[src/rtl/i2c_tgt_pkg.sv]
package i2c_tgt_pkg;

   typedef enum logic [2:0] {
      ST_IDLE     = 3'd0,
      ST_ADDR     = 3'd1,
      ST_ACK_ADDR = 3'd2,
      ST_RX       = 3'd3,
      ST_ACK_RX   = 3'd4,
      ST_TX       = 3'd5,
      ST_MACK     = 3'd6
   } tgt_state_e;

endpackage

[src/rtl/i2c_line_monitor.sv]
// Synchronises SCL/SDA and derives edge and bus-condition strobes.
module i2c_line_monitor #(
   parameter int SYNC_STAGES = 2
) (
   input  logic clk,
   input  logic rst_n,
   input  logic scl_in,
   input  logic sda_in,
   output logic scl_q,
   output logic sda_q,
   output logic scl_rise,
   output logic scl_fall,
   output logic start_det,
   output logic stop_det
);

   if (SYNC_STAGES < 2) begin : g_bad_sync
      $error("i2c_line_monitor: SYNC_STAGES must be at least 2");
   end

   logic [SYNC_STAGES-1:0] scl_sync;
   logic [SYNC_STAGES-1:0] sda_sync;
   logic                   scl_d;
   logic                   sda_d;

   // Idle bus is high, so the chains reset to 1 to avoid a false edge.
   always_ff @(posedge clk or negedge rst_n) begin
      if (!rst_n) begin
         scl_sync <= '1;
         sda_sync <= '1;
         scl_d    <= 1'b1;
         sda_d    <= 1'b1;
      end else begin
         scl_sync <= {scl_sync[SYNC_STAGES-2:0], scl_in};
         sda_sync <= {sda_sync[SYNC_STAGES-2:0], sda_in};
         scl_d    <= scl_sync[SYNC_STAGES-1];
         sda_d    <= sda_sync[SYNC_STAGES-1];
      end
   end

   assign scl_q     = scl_sync[SYNC_STAGES-1];
   assign sda_q     = sda_sync[SYNC_STAGES-1];
   assign scl_rise  =  scl_q & ~scl_d;
   assign scl_fall  = ~scl_q &  scl_d;
   assign start_det =  scl_q &  scl_d &  sda_d & ~sda_q;
   assign stop_det  =  scl_q &  scl_d & ~sda_d &  sda_q;

endmodule

[src/rtl/i2c_reg_bank.sv]
// Register storage with a bus port (pointer-addressed) and a host port.
module i2c_reg_bank #(
   parameter int DATA_W      = 8,
   parameter int DEPTH       = 16,
   parameter bit HOST_RD_REG = 1'b0,
   localparam int AW         = $clog2(DEPTH)
) (
   input  logic              clk,
   input  logic              rst_n,
   input  logic              bus_we,
   input  logic [AW-1:0]     bus_addr,
   input  logic [DATA_W-1:0] bus_wdata,
   output logic [DATA_W-1:0] bus_rdata,
   input  logic              host_we,
   input  logic [AW-1:0]     host_addr,
   input  logic [DATA_W-1:0] host_wdata,
   output logic [DATA_W-1:0] host_rdata
);

   if ((1 << AW) != DEPTH) begin : g_bad_depth
      $error("i2c_reg_bank: DEPTH must be a power of two");
   end

   logic [DATA_W-1:0] regs [DEPTH];

   // A bus write wins over a host write to the same register.
   always_ff @(posedge clk or negedge rst_n) begin
      if (!rst_n) begin
         for (int i = 0; i < DEPTH; i++) regs[i] <= '0;
      end else begin
         for (int i = 0; i < DEPTH; i++) begin
            if (bus_we && bus_addr == AW'(i))
               regs[i] <= bus_wdata;
            else if (host_we && host_addr == AW'(i))
               regs[i] <= host_wdata;
         end
      end
   end

   assign bus_rdata = regs[bus_addr];

   if (HOST_RD_REG) begin : g_host_rd_reg
      always_ff @(posedge clk or negedge rst_n) begin
         if (!rst_n) host_rdata <= '0;
         else        host_rdata <= regs[host_addr];
      end
   end else begin : g_host_rd_comb
      assign host_rdata = regs[host_addr];
   end

endmodule

[src/rtl/i2c_target_fsm.sv]
// Byte-level protocol engine: address match, pointer, shifting, ACK drive.
module i2c_target_fsm
   import i2c_tgt_pkg::*;
#(
   parameter int          DATA_W   = 8,
   parameter int          PTR_W    = 4,
   parameter logic [6:0]  DEV_ADDR = 7'b1101000
) (
   input  logic              clk,
   input  logic              rst_n,
   input  logic              sda_q,
   input  logic              scl_rise,
   input  logic              scl_fall,
   input  logic              start_det,
   input  logic              stop_det,
   input  logic [DATA_W-1:0] rd_data,
   output logic [PTR_W-1:0]  ptr,
   output logic              bus_we,
   output logic [DATA_W-1:0] bus_wdata,
   output logic              ptr_load,
   output logic              rw,
   output logic              sda_oe,
   output tgt_state_e        state
);

   localparam int              CNT_W    = $clog2(DATA_W + 1);
   localparam logic [CNT_W-1:0] LAST_BIT = CNT_W'(DATA_W - 1);
   localparam logic [CNT_W-1:0] ALL_BITS = CNT_W'(DATA_W);

   if (DATA_W != 8) begin : g_bad_width
      $error("i2c_target_fsm: the address byte format needs DATA_W == 8");
   end
   if (PTR_W > DATA_W) begin : g_bad_ptr
      $error("i2c_target_fsm: PTR_W must fit in one data byte");
   end

   logic [DATA_W-1:0] shreg;
   logic [CNT_W-1:0]  bit_cnt;
   logic              byte_done;
   logic              first_q;
   logic              mack_q;
   logic              rx_close;

   // A received byte is closed out on the SCL fall after its 8th bit.
   assign rx_close  = (state == ST_RX) && scl_fall && byte_done;
   assign bus_we    = rx_close && !first_q;
   assign ptr_load  = rx_close &&  first_q;
   assign bus_wdata = shreg;

   always_ff @(posedge clk or negedge rst_n) begin
      if (!rst_n) begin
         state     <= ST_IDLE;
         shreg     <= '0;
         bit_cnt   <= '0;
         byte_done <= 1'b0;
         first_q   <= 1'b0;
         mack_q    <= 1'b0;
         rw        <= 1'b0;
         ptr       <= '0;
         sda_oe    <= 1'b0;
      end else if (start_det) begin
         state     <= ST_ADDR;
         bit_cnt   <= '0;
         byte_done <= 1'b0;
         sda_oe    <= 1'b0;
      end else if (stop_det) begin
         state     <= ST_IDLE;
         byte_done <= 1'b0;
         sda_oe    <= 1'b0;
      end else begin
         unique case (state)
            ST_IDLE: ;
            ST_ADDR, ST_RX: begin
               if (scl_rise && !byte_done) begin
                  shreg <= {shreg[DATA_W-2:0], sda_q};
                  if (bit_cnt == LAST_BIT) begin
                     byte_done <= 1'b1;
                     bit_cnt   <= '0;
                  end else begin
                     bit_cnt <= bit_cnt + 1'b1;
                  end
               end else if (scl_fall && byte_done) begin
                  byte_done <= 1'b0;
                  if (state == ST_ADDR) begin
                     if (shreg[DATA_W-1:1] == DEV_ADDR) begin
                        rw      <= shreg[0];
                        first_q <= 1'b1;
                        sda_oe  <= 1'b1;
                        state   <= ST_ACK_ADDR;
                     end else begin
                        state <= ST_IDLE;
                     end
                  end else begin
                     sda_oe  <= 1'b1;
                     first_q <= 1'b0;
                     state   <= ST_ACK_RX;
                     if (first_q) ptr <= shreg[PTR_W-1:0];
                     else         ptr <= ptr + 1'b1;
                  end
               end
            end
            ST_ACK_ADDR: begin
               if (scl_fall) begin
                  bit_cnt <= '0;
                  if (rw) begin
                     shreg  <= rd_data;
                     sda_oe <= ~rd_data[DATA_W-1];
                     state  <= ST_TX;
                  end else begin
                     sda_oe <= 1'b0;
                     state  <= ST_RX;
                  end
               end
            end
            ST_ACK_RX: begin
               if (scl_fall) begin
                  sda_oe  <= 1'b0;
                  bit_cnt <= '0;
                  state   <= ST_RX;
               end
            end
            ST_TX: begin
               if (scl_rise) begin
                  bit_cnt <= bit_cnt + 1'b1;
               end else if (scl_fall) begin
                  if (bit_cnt == ALL_BITS) begin
                     sda_oe  <= 1'b0;
                     ptr     <= ptr + 1'b1;
                     bit_cnt <= '0;
                     state   <= ST_MACK;
                  end else begin
                     shreg  <= {shreg[DATA_W-2:0], 1'b0};
                     sda_oe <= ~shreg[DATA_W-2];
                  end
               end
            end
            ST_MACK: begin
               if (scl_rise) begin
                  mack_q <= ~sda_q;
               end else if (scl_fall) begin
                  if (mack_q) begin
                     shreg  <= rd_data;
                     sda_oe <= ~rd_data[DATA_W-1];
                     state  <= ST_TX;
                  end else begin
                     state <= ST_IDLE;
                  end
               end
            end
            default: state <= ST_IDLE;
         endcase
      end
   end

endmodule

[src/rtl/i2c_regfile_target.sv]
module i2c_regfile_target
   import i2c_tgt_pkg::*;
#(
   parameter int         DATA_W      = 8,
   parameter int         REG_DEPTH   = 16,
   parameter int         SYNC_STAGES = 2,
   parameter logic [6:0] DEV_ADDR    = 7'b1101000,
   parameter bit         HOST_RD_REG = 1'b0,
   localparam int        PTR_W       = $clog2(REG_DEPTH)
) (
   input  logic              clk,
   input  logic              rst_n,
   input  logic              scl_in,
   input  logic              sda_in,
   output logic              sda_oe,
   input  logic              host_we,
   input  logic [PTR_W-1:0]  host_addr,
   input  logic [DATA_W-1:0] host_wdata,
   output logic [DATA_W-1:0] host_rdata
);

   logic              scl_q;
   logic              sda_q;
   logic              scl_rise;
   logic              scl_fall;
   logic              start_det;
   logic              stop_det;
   logic [PTR_W-1:0]  ptr;
   logic              bus_we;
   logic [DATA_W-1:0] bus_wdata;
   logic [DATA_W-1:0] bus_rdata;
   logic              ptr_load;
   logic              rw;
   tgt_state_e        state;

   i2c_line_monitor #(
      .SYNC_STAGES(SYNC_STAGES)
   ) u_line (
      .clk      (clk),
      .rst_n    (rst_n),
      .scl_in   (scl_in),
      .sda_in   (sda_in),
      .scl_q    (scl_q),
      .sda_q    (sda_q),
      .scl_rise (scl_rise),
      .scl_fall (scl_fall),
      .start_det(start_det),
      .stop_det (stop_det)
   );

   i2c_target_fsm #(
      .DATA_W  (DATA_W),
      .PTR_W   (PTR_W),
      .DEV_ADDR(DEV_ADDR)
   ) u_fsm (
      .clk      (clk),
      .rst_n    (rst_n),
      .sda_q    (sda_q),
      .scl_rise (scl_rise),
      .scl_fall (scl_fall),
      .start_det(start_det),
      .stop_det (stop_det),
      .rd_data  (bus_rdata),
      .ptr      (ptr),
      .bus_we   (bus_we),
      .bus_wdata(bus_wdata),
      .ptr_load (ptr_load),
      .rw       (rw),
      .sda_oe   (sda_oe),
      .state    (state)
   );

   i2c_reg_bank #(
      .DATA_W     (DATA_W),
      .DEPTH      (REG_DEPTH),
      .HOST_RD_REG(HOST_RD_REG)
   ) u_bank (
      .clk       (clk),
      .rst_n     (rst_n),
      .bus_we    (bus_we),
      .bus_addr  (ptr),
      .bus_wdata (bus_wdata),
      .bus_rdata (bus_rdata),
      .host_we   (host_we),
      .host_addr (host_addr),
      .host_wdata(host_wdata),
      .host_rdata(host_rdata)
   );

endmodule

[config.mk]
export PLATFORM = sky130hd
export DESIGN_NAME = i2c_regfile_target
export DESIGN_NICKNAME = d
export VERILOG_FILES = /design/src/rtl/i2c_tgt_pkg.sv /design/src/rtl/i2c_line_monitor.sv /design/src/rtl/i2c_reg_bank.sv /design/src/rtl/i2c_target_fsm.sv /design/src/rtl/i2c_regfile_target.sv
export SDC_FILE = /design/constraint.sdc
export NUM_CORES = 1
export LEC_CHECK = 0
export BUFFER_PORTS_ARGS = -buffer_cell sky130_fd_sc_hd__buf_4
export CAP_MARGIN = 0
export CORE_UTILIZATION = 45
export DETAILED_ROUTE_END_ITERATION = 10
export PLACE_DENSITY_LB_ADDON = 0.05
export SYNTH_ARGS = -nofsm -noshare
export SYNTH_HDL_FRONTEND = slang
export SYNTH_SLANG_ARGS = --single-unit
[constraint.sdc]
create_clock -name clk -period 3.5 [get_ports clk]
set_input_delay 0 -clock clk [delete_from_list [all_inputs] [get_ports clk]]
set_output_delay 0 -clock clk [all_outputs]
set_load 0.02 [all_outputs]
# ---- After elaboration in Yosys (flattened, before gate mapping)
# Cells that the tools add are included.
dict set report totals {
  regBits 158
  input_bits 17
  out_inout_bits 9
}
dict set report op_classes {
  add_sub_neg 2
  magnitude_cmp 2
  n_eq_ne 71
  mux 104
  bitwise 18
  n_reduce_logical 75
}
# op count
set op_table {}
lappend op_table {{8-bit 2-to-1 mux} 45}
lappend op_table {{4-bit == test, second input constant} 17}
lappend op_table {{8-bit binary-select mux with 4-bit select} 2}
lappend op_table {{4-bit 2-to-1 mux} 15}
lappend op_table {{3-bit 2-to-1 mux} 14}
lappend op_table {{1-bit logical AND} 37}
lappend op_table {{4-bit by 3-bit == test with 1-bit output, second input constant} 9}
lappend op_table {{2-bit nonzero test} 17}
lappend op_table {{8-bit one-hot mux with 4 select lines} 1}
lappend op_table {{4-bit by 3-bit != test with 1-bit output, second input constant} 7}
lappend op_table {{1-bit 2-to-1 mux} 22}
lappend op_table {{3-bit one-hot mux with 6 select lines} 1}
lappend op_table {{4-bit by 2-bit == test with 1-bit output, second input constant} 4}
lappend op_table {{2-bit by 1-bit != test with 1-bit output, second input constant} 8}
lappend op_table {{4-bit != test, second input constant} 4}
lappend op_table {{2-bit != test, second input constant} 7}
lappend op_table {{4-bit one-hot mux with 3 select lines} 1}
lappend op_table {{12-bit AND reduction} 1}
lappend op_table {{6-bit AND reduction} 2}
lappend op_table {{4-bit nonzero test} 3}
lappend op_table {{11-bit AND reduction} 1}
lappend op_table {{5-bit greater-or-equal comparator, second input constant} 2}
lappend op_table {{4-bit NOT with 5-bit output} 2}
lappend op_table {{10-bit AND reduction} 1}
lappend op_table {{other kinds (26)} 49}

# ---- Longest topological paths before layout
# Gate-level depths: netlist (run 1).
dict set report depth {
  word_depth 11
  depth_mapped 8
  ltp_nobuf 7
}

# ---- Hierarchy
# A second synthesis (run 1) with hierarchy kept.
dict set report unflattened {
  hier_cells 1152
  area_unflattened_um2 10498.8
}
# module n_inst cells_each area_each_um2 seq_area_each_um2
set modules_own_cells {}
lappend modules_own_cells {i2c_reg_bank 1 956 8649.5 3203.1}
lappend modules_own_cells {i2c_target_fsm 1 186 1659.1 600.6}
lappend modules_own_cells {i2c_line_monitor 1 10 190.2 157.7}

# ---- Worst setup path after synthesis (run 1)
# OpenSTA, ideal clock, no wires.
dict set report synth_timing {
  path_kind {register to register}
  startpoint {reg u_line.scl_d}
  endpoint {reg u_bank.regs[69] (netlist name)}
  setup_ns 0.126
  t_arrival_ns 1.845
  required_ns 3.374
  setup_slack_ns 1.529
  path_stages_with_launch 8
  path_buffers 1
  period_less_slack_ns 1.971
  path_cell_list {dfstp_2 -> ha_1 -> nand3b_1 -> nor4_2 -> nand2_1 -> buf_2 -> nor2_1 -> a21oi_1}
}
dict set report synth_between {
  elab_chain_len 6
  elab_cells_between_ends 7
}
# item line_no
set synth_rtl {}
lappend synth_rtl {{start, declared} i2c_line_monitor.sv:23} ;# logic scl_d;
lappend synth_rtl {{start signal, assigned} i2c_line_monitor.sv:36} ;# scl_d <= scl_sync[SYNC_STAGES-1];
lappend synth_rtl {{1-bit bitwise AND *} i2c_line_monitor.sv:44} ;# assign scl_fall = ~scl_q & scl_d;
lappend synth_rtl {{1-bit logical AND * (2 in series)} i2c_target_fsm.sv:45} ;# assign rx_close = (state == ST_RX) && scl_fall && byte_done;
lappend synth_rtl {{1-bit logical AND *} i2c_target_fsm.sv:46} ;# assign bus_we = rx_close && !first_q;
lappend synth_rtl {{1-bit logical AND *} i2c_reg_bank.sv:32} ;# if (bus_we && bus_addr == AW'(i))
lappend synth_rtl {{8-bit 2-to-1 mux or 2-bit nonzero test (tied branches)} -}
lappend synth_rtl {{end signal, assigned by index} i2c_reg_bank.sv:33} ;# regs[i] <= bus_wdata;
lappend synth_rtl {{end signal, assigned by index} i2c_reg_bank.sv:35} ;# regs[i] <= host_wdata;
lappend synth_rtl {{end, declared} i2c_reg_bank.sv:24} ;# logic [DATA_W-1:0] regs [DEPTH];
# Mark *: on every way between the ends. The rest lies on a longest branch, timed or not.
# A chain may end at the register's enable or synchronous reset.

# ---- Worst setup path after layout (run 1)
dict set report layout_timing {
  startpoint {reg u_line.scl_d}
  endpoint {reg u_bank.regs[125] (netlist name)}
}
# Same word-level chain as after synthesis.

==> results of run 1 <==
==> critical path: stages, from the launching register on <==
cell	delay, ns
dfstp_2	0.54
ha_1	0.28
nand3b_1	0.35
nor4_1	0.66
nand2_1	0.43
a21oi_1	0.26
==> worst min-delay path by stage <==
stage                              from  cells after the start  slack (ns)               end
after floorplan                   rst_n                      0       -0.30    u_bank.regs[0]
after global placement            rst_n                      1        0.10   u_bank.regs[21]
after detailed placement          rst_n                      1        0.11   u_bank.regs[21]
after CTS                 host_wdata[0]                      3       0.002  u_bank.regs[112]
after global routing      host_wdata[1]                      3        0.02  u_bank.regs[113]
final                     host_wdata[0]                      3        0.02  u_bank.regs[112]
==> report_power, final <==
group / internal [mW] / total [mW] / switching (mW)
registers: 2.24 / 2.75 / 0.514
clock network: 1.07 / 1.88 / 0.805
logic: 0.757 / 1.61 / 0.850
total: 4.07 / 6.24 / 2.17
==> cells in the final DEF (no fill, tap or decap), types with 4 or more instances in the layout <==
| cell | n |
|---|---|
| dfstp_2 | 6 |
| nand3_1 | 8 |
| clkinv_2 | 4 |
| nor2_1 | 145 |
| nand2b_1 | 8 |
| mux4_2 | 72 |
| a22oi_1 | 14 |
| and2_1 | 4 |
| dfrtp_1 | 151 |
| mux2i_1 | 135 |
| ha_1 | 9 |
| nor2_2 | 9 |
| clkbuf_16 | 17 |
| a21oi_1 | 153 |
| nor2b_1 | 10 |
| a31oi_1 | 7 |
| buf_4 | 39 |
| nand2_1 | 42 |
| a21o_1 | 4 |
| mux2_2 | 5 |
| inv_1 | 9 |
| nand3b_1 | 6 |
| o21ai_0 | 7 |
==> layout make-up <==
type	instances	area [µm²]	area share, %
multi-input combinational	690	5570	51.3
sequential	158	3960	36.5
clock buffer	19	443	4.08
timing repair buffer	44	354	3.27
tap	275	344	3.17
clock inverter	13	139	1.28
inverter	9	33.8	0.312
==> sequential cells by signal (all words and copies together) (netlist names) <==
signal and cells:
u_fsm.bus_wdata 8, u_fsm.first_q 1, u_fsm.byte_done 1, u_line.scl_d 1, u_line.sda_d 1, u_bank.regs 128, u_fsm.rw 1, u_fsm.bit_cnt 4
u_line.sda_sync 2, u_fsm.sda_oe 1, u_line.scl_sync 2, u_fsm.state 3, u_fsm.mack_q 1, u_fsm.ptr 4
==> metrics by stage <==
| step | setup WS, ns | area (µm²) | utilization (%) |
|---|---|---|---|
| 4_1_cts | 0.918 | 10800 | 50.9 |
| 2_1_floorplan | 1.53 | 9910 | - |
| 6_report | 0.892 | 10800 | 50.9 |
| 3_3_place_gp | 0.965 | 10200 | 48.1 |
| 5_1_grt | 0.684 | 10800 | 50.9 |
| 3_5_place_dp | 0.925 | 10200 | 48.1 |
==> timing repair <==
action,CTS,global route
buffers inserted,0,0
hold endpoints to repair,72,0
hold buffers,3,0
==> kinds of logic (layout without fill, tap and decap cells) <==
logic type	count (synthesis)	in the layout
AO/OA/AOI/OAI	209	209
XOR/XNOR	2	2
adder cells (fa/ha/maj)	9	9
buffers and inverters	85	85
flip-flops	158	158
multiplexers	212	212
AND/OR/NAND/NOR	258	258
==> metal layers <==
layer  vias to the layer above  GRT usage, %
met3                        62          4.91
li1                       3404             -
met1                      3782          38.3
met5                         -             0
met2                       272          46.3
met4                         0          11.4
==> summary.md, run 1 <==
The final estimated routing congestion in global placement was 0.929. For the HPWL after detailed placement, the log shows 21100 µm. Synthesis produced a netlist with a net count of 959.

The worst reg-to-reg path cell count was 5. After global routing the overflow that remains totals 0. Summed over its instances, the top area cell type makes up 38.4% of the synthesized netlist area.

The initialized floorplan defines 53 standard-cell rows. STA classifies the critical path startpoint as a flip-flop. Measured along the y axis, the die boundary spans 150 µm.

Summed over all instances, the cell type with the most area after synthesis is dfrtp_1. The number of distinct library cells after synthesis came out at 59. Clock-pin slew was measured on the worst setup and hold paths at 0.07 ns. Gates resized during post-CTS repair numbered 0. The startpoint identified for the worst register-to-register timing path is u_line.scl_d. After synthesis, the largest family of logic cells by area is multiplexers. The detailed router finished its first iteration with 573 violations.

The tools report the critical path capture point as u_bank.regs[125]. The number of global-route vias before repair was 7500. The finished layout holds 1208 standard cells, fillers aside.

For the initial antenna violation count, the log shows 1. The first detailed-routing pass ran for 5 iterations. Simple-gate share of the synthesized area: 12.0%. After synthesis, the share of cell area in mux cells is 30.6%.

The number of enable flip-flop cells after synthesis came out at 0. Setup violations remaining at the end of the flow were counted as 0. After synthesis, flip-flops and latches occupy 40.0% of the total area.

The post-route fraction of the period consumed by the critical path is 74.5%. The tool flagged a number of max-cap violations equal to 0. In the final routing, the length of wire on met1 measures 13200 µm. The routed length on met2 was 14700 µm.

Once the floorplan was initialized, standard cells occupied 46.6% of the core. In the final layout, the share of cells above drive strength 1 is 19.0%. The tools report the endpoint of the lowest-slack register-to-register path as u_bank.regs[125]. The run gives 0 ns as the total negative slack for setup checks. Power spread over the standard cell area amounts to 575 mW/mm². The most used standard cell by instance count after synthesis is a21oi_1. In this run the count of I/O pins placed on the die edge is 26. Across all layers, the routed design uses 7520 vias. The biggest fanout along the worst timing path was 8.

The launch point of the critical path is u_line.scl_d. Fill cells in the final layout number 1875. Entering global routing, the biggest net connects 80 pins. Data on the critical path is required at its endpoint by 3.85 ns.

Setup repair after global routing left no endpoint under its margin. Counting flops and latches in the post-synthesis netlist gives 158. The kind of end point of the critical path was a flip-flop.

At the pin with the least slew margin, the transition time is 1.03 ns. The number of DRC violations after detailed routing was 0. The flow ran to the end, and the final reports show no timing, DRC or antenna violations. Summing the areas of all compound-gate instances in the mapped netlist gives 12.3% of the synthesized area.

The post-synthesis cell area is 0.00991 mm², and the routed length per placed instance is 25.4 µm. Dominant register cell in the synthesized netlist: dfrtp_1. For this run, the top clock speed supported by timing is 383 MHz. The run gives 30700 µm as the routed wire length. The adder-cell share of the synthesized area came out at 1.14%. The via count normalized by instance count came out at 6.23. Data on the critical path arrives at its endpoint at 2.95 ns. Including well taps, the total number of placed cells is 1173.

The tools report the relative slew slack as 31.3%. The floorplan step set the die width to 150 µm. The count of clock tree sinks was 158. Setup slack on the worst reg-to-reg path comes out at 0.89 ns. Routed signal wires occupy layers up through met4.

The path type of the worst setup path was reg -> reg. The count of nets left with antenna violations once routing finished came out at 0. The tightest hold path in the finished design has a slack of 0.0174 ns.

For the final database, setup skew stands at 0.00842 ns. The core region is 0.0213 mm². The number of standard cells after synthesis came out at 933. The design draws 6.24 mW.

The first global-routing pass estimated 46800 µm of wire. The number of buffers created by CTS is 17. A synthesized cell averages 10.6 µm². The final critical delay including setup and external delays is 2.61 ns, and the global-route usage over all layers is 28.6%.

The logs give 0 for the number of endpoints with negative hold slack in the final report and 1650 µm for the total met3 wirelength after detailed routing. The synthesized netlist devotes 0.177% of its cell area to XOR and XNOR gates. The tools report the cell at the root of the clock tree as clkbuf_16.

The analysis attributes to cell leakage a power of 4.28 nW. The number of antenna diodes in the final layout is 0. The count of pins over their slew limit is 0. The worst hold path belongs to the class in -> reg.

Across the VDD grid, the largest voltage drop is 0.373 mV. The maximum level of the CTS H-tree came out at 4. For the number of nets in the layout, the log shows 946. TritonCTS built the clock tree. The die covers 0.0226 mm². Clock latency on the worst-skew pair, taken at its later pin, is 0.43 ns. In the synthesized netlist, the cells that appear most often are a21oi_1, dfrtp_1, nor2_1. Ranked by total cell area, the synthesized netlist is headed by dfrtp_1, mux4_2, mux2i_1. Of all flip-flops after synthesis, the portion carrying an async set or reset was 100%. The number of port buffers is 25. The area growth from synthesis to layout works out to 9.42%. In this run the deepest clock path goes through 2 buffers. During synthesis, Yosys emitted a total of 0 warnings.
Power figures use the tool's default switching activity.
==> run 2: changes to the inputs <==
Settings changed: ABC_AREA set to 1.
Clock period 3.5 ns to 2.3 ns, I/O delays scaled along.
==> run 2 against run 1 <==
Compared with the run above:
- global-route usage increased by 4.1 points
- largest cell class unchanged
- highest routed layer unchanged
- power increased by 74%
- combinational power increased to 2.5 times the previous value
- worst hold slack got worse by 0.0078 ns
- count of clock-buffer cells in the layout unchanged
- flip-flop and latch count unchanged
==> summary.md, run 2 <==
Of all flip-flops after synthesis, the portion carrying an async set or reset was 100%. The critical path startpoint category was a flip-flop. The number of DRC violations after detailed routing is 0, and the antenna violation net count after detailed routing is 0. The number of distinct library cells after synthesis is 44, and the biggest fanout along the worst timing path is 16. The cell with the biggest individual delay on the critical path was dfstp_2. From synthesis to final layout, the design area changed by 11.7%. In this run the tool buffered the top-level ports with 25 buffer cells. 26 I/O pins were placed. The longest individual stage delay on the worst path works out to 0.56 ns.

The logs give 0.45 ns for the clock latency on the worst-skew pair and 50.7% for the met2 layer usage reported by global route. At the pin with the least slew margin, the transition time is 0.711 ns. The logs give 0 for the count of pins over their slew limit and 0 for the number of endpoints with negative hold slack in the final report.

The initial antenna violation count came out at 0. Per-instance average area after synthesis: 7.57 µm². In the post-synthesis netlist, the cell with the most instances is nand2_1.

The number of register bits inferred by synthesis was 158. The number of standard cells after synthesis was 1352. The die is 153 µm wide. The number of nets in the synthesized netlist is 1378, and the number of enable flip-flop cells after synthesis is 0. Endpoint of the lowest-slack register-to-register path: u_fsm.bus_wdata[0].

Counting I/O delays and the setup requirement, the final critical path takes 2.18 ns. The tools report the instance count after placement with tap cells included as 1618. Fraction of met1 tracks used by global routing: 45.9%. The tools report the launch instance of the worst min-delay path as host_wdata[1].

The clock passes through at most 2 buffers. For this block, the initial DRC count from the detailed router was 1127. The worst reg-to-reg path cell count was 8; the worst-case setup margin in the final layout was 0.115 ns. Across the run, the number of max-cap violations was 0.

Setup repair after global routing could not meet its margin everywhere. For this run, the detailed router's first-pass iteration total came to 7. The tools report the multi-input combinational cell area as 0.00532 mm². Summed over all instances, the cell type with the most area after synthesis is dfrtp_1. Number of nets in the layout: 1391.

Sorting the synthesized cells by how often they occur yields nand2_1, nand3_1, dfrtp_1. CTS built an H-tree with a depth of 4. The sequential area share after synthesis came out at 38.7%. Layer with the highest usage: met2.

The worst path uses 95.0% of the clock period. The total area of sequential cells is 0.00396 mm². TritonCTS built the clock tree.

The total number of vias came out at 10.2k. u_bank.regs holds more flip-flops than any other register. In this run the tightest slew margin relative to its limit is 52.6%.

The global-route usage over all layers was 32.8%; the flip-flop count of the largest register after layout was 128. Data arrives at the worst endpoint at 2.57 ns. The HPWL after detailed placement is 25400 µm. Global routing used 5.29% of the available met3 tracks. The chip height was 153 µm; the flop-to-flop setup slack was 0.12 ns.

The run gives 0 ns as the total negative slack for setup checks. The routed wire length is 37400 µm, and the leakage component of the power is 5.11 nW. The number of setup violations in the final report came out at 0. The clock arrives with 0.0135 ns of skew. The number of fill cells in the layout is 2168, and the final estimated routing congestion in global placement is 0.944. After floorplanning, the core was sized to cover 0.0220 mm². The critical path starts at u_line.scl_sync[1]. The cell area that synthesis handed to floorplanning was 0.0102 mm². The ratio of total power to cell area is 949 mW/mm². After detailed routing, the number of vias per cell comes to 6.14. Along the worst hold path, the cell count comes to 3.

CTS placed an instance of clkbuf_16 at the clock tree root. The overflow left after global routing was 0; the number of standard cells in the final layout excluding fillers was 1658. Entering global routing, the biggest net connects 67 pins. The floorplan step defined a die boundary enclosing 0.0233 mm². The run gives 2.69 ns as the data required time of the critical path.

The tools report the number of buffers created by CTS as 17. The end point of the most critical hold path is u_bank.regs[73]. The type of the worst min-delay path is in -> reg. At the end of the flow the core is filled with cells to 51.9%. After floorplanning, the core was divided into 54 placement rows. The signal on the critical path passes through ha_1 > inv_1 > or2_2 > a21oi_1 > nand3_4 > nor2_1 > nand2_1 > nand2_1. Routed length per placed instance: 22.5 µm. The run finished with clean final reports.

In this run the critical register-to-register path is launched from u_line.scl_sync[1]. The run gives 0 as the antenna diode count. The initial utilization of the core area, before any placement, comes to 46.4%. Buffers added to address setup during post-CTS repair amount to 0. The post-placement worst setup slack is 0.0579 ns, and the count of clock tree sinks is 158. The wire length of the first global-routing pass was 57900 µm. The critical path's most frequent cell was nand2_1. In the final layout, the share of cells above drive strength 1 is 12.3%. The Yosys step of the flow raised 0 warnings.

In the synthesized netlist the dominant register cell turns out to be dfrtp_1. The number of global-route vias before repair was 9571. The worst setup path is of the reg -> reg kind. Ranked by total cell area, the synthesized netlist is headed by dfrtp_1, nand2_1, nand3_1.

Leaving out fill and tap cells, the most frequent cells in the layout are nand2_1, nand3_1, dfrtp_1. Share of Yosys cell area claimed by the top area cell type: 37.2%. Leaving out fill and tap cells, the most frequent cell in the layout is nand2_1. IR analysis of the VDD net gives a maximum drop of 0.455 mV. The clock-pin slew on the worst setup and hold paths works out to 0.07 ns.

The worst setup path is captured at a flip-flop. Based on the critical path, the design can be clocked at up to 458 MHz.
## run 2: cell count changes after synthesis, sizes merged, moves of 72 or more
cell,change
nand3,+187
o211ai,+104
nor2,-75
a21oi,-110
mux2i,-134
mux4,-72
nand2,+279
inv,+126
o21ai,+79
## run 2: worst max-delay path: cells and delay by family (launching register included)
kind,cells,cell delay [ns]
AO/OA/AOI/OAI,1,0.24
AND/OR/NAND/NOR,5,0.85
buffers and inverters,1,0.16
adder cells (fa/ha/maj),1,0.30
flip-flops,1,0.56
## run 2: kinds of logic after synthesis
kind of cell / after synthesis / share of synthesized area [%]
flip-flops: 158 / 38.7
XOR/XNOR: 2 / 0.171
multiplexers: 1 / 0.0979
adder cells (fa/ha/maj): 9 / 1.10
buffers and inverters: 227 / 9.65
AND/OR/NAND/NOR: 618 / 28.1
AO/OA/AOI/OAI: 337 / 22.1
## run 2: repair_timing
item,in CTS,in global routing
setup endpoints to repair,0,51
gates resized for setup,0,6
hold buffers,8,0
hold endpoints to repair,81,0
## run 2: worst max-delay path by stage
stage	end	slack (ns)	depth (start not counted)
floorplan	u_bank.regs[126]	0.30	10
detailed placement	u_fsm.bus_wdata[0]	0.06	8
CTS	u_fsm.bus_wdata[0]	0.05	8
global route	u_bank.regs[83]	-0.04	9
global placement	u_fsm.bus_wdata[0]	0.08	8
finish	u_fsm.bus_wdata[0]	0.12	8
## run 2: area by class of cell
type                    instances  area share (%)
multi-input cells             967            46.6
flip-flops and latches        158            34.7
repair buffers                 77            5.93
inverters                     144            4.73
clock buffers                  19            3.88
well taps                     280            3.07
clock inverters                13            1.14
## run 2: through the flow
| stage | hold WS [ns] | power [mW] | cell area [µm²] |
|---|---|---|---|
| global placement | 0.0677 | 7.86 | 10700 |
| detailed placement | 0.0660 | 7.90 | 10700 |
| floorplan | -0.296 | 6.41 | 10200 |
| CTS | 0.00455 | 10.8 | 11400 |
| global route | 0.00871 | 11.4 | 11400 |
| finish | 0.00957 | 10.8 | 11400 |
## run 2: per-layer routing
layer / part of all wire [%] / vias to the layer above
met1: 43 / 4864
met5: 0 / -
met4: 3.2 / 0
met3: 7.9 / 73
li1: - / 4723
met2: 45 / 515
## run 2: where the power goes
part / total [mW] / internal [mW] / leakage, nW / switching [mW]
Clock: 2.86 / 1.54 / 0.273 / 1.32
Combinational: 4.06 / 1.34 / 2.93 / 2.72
Sequential: 3.92 / 3.42 / 1.91 / 0.501
Total: 10.8 / 6.30 / 5.11 / 4.54
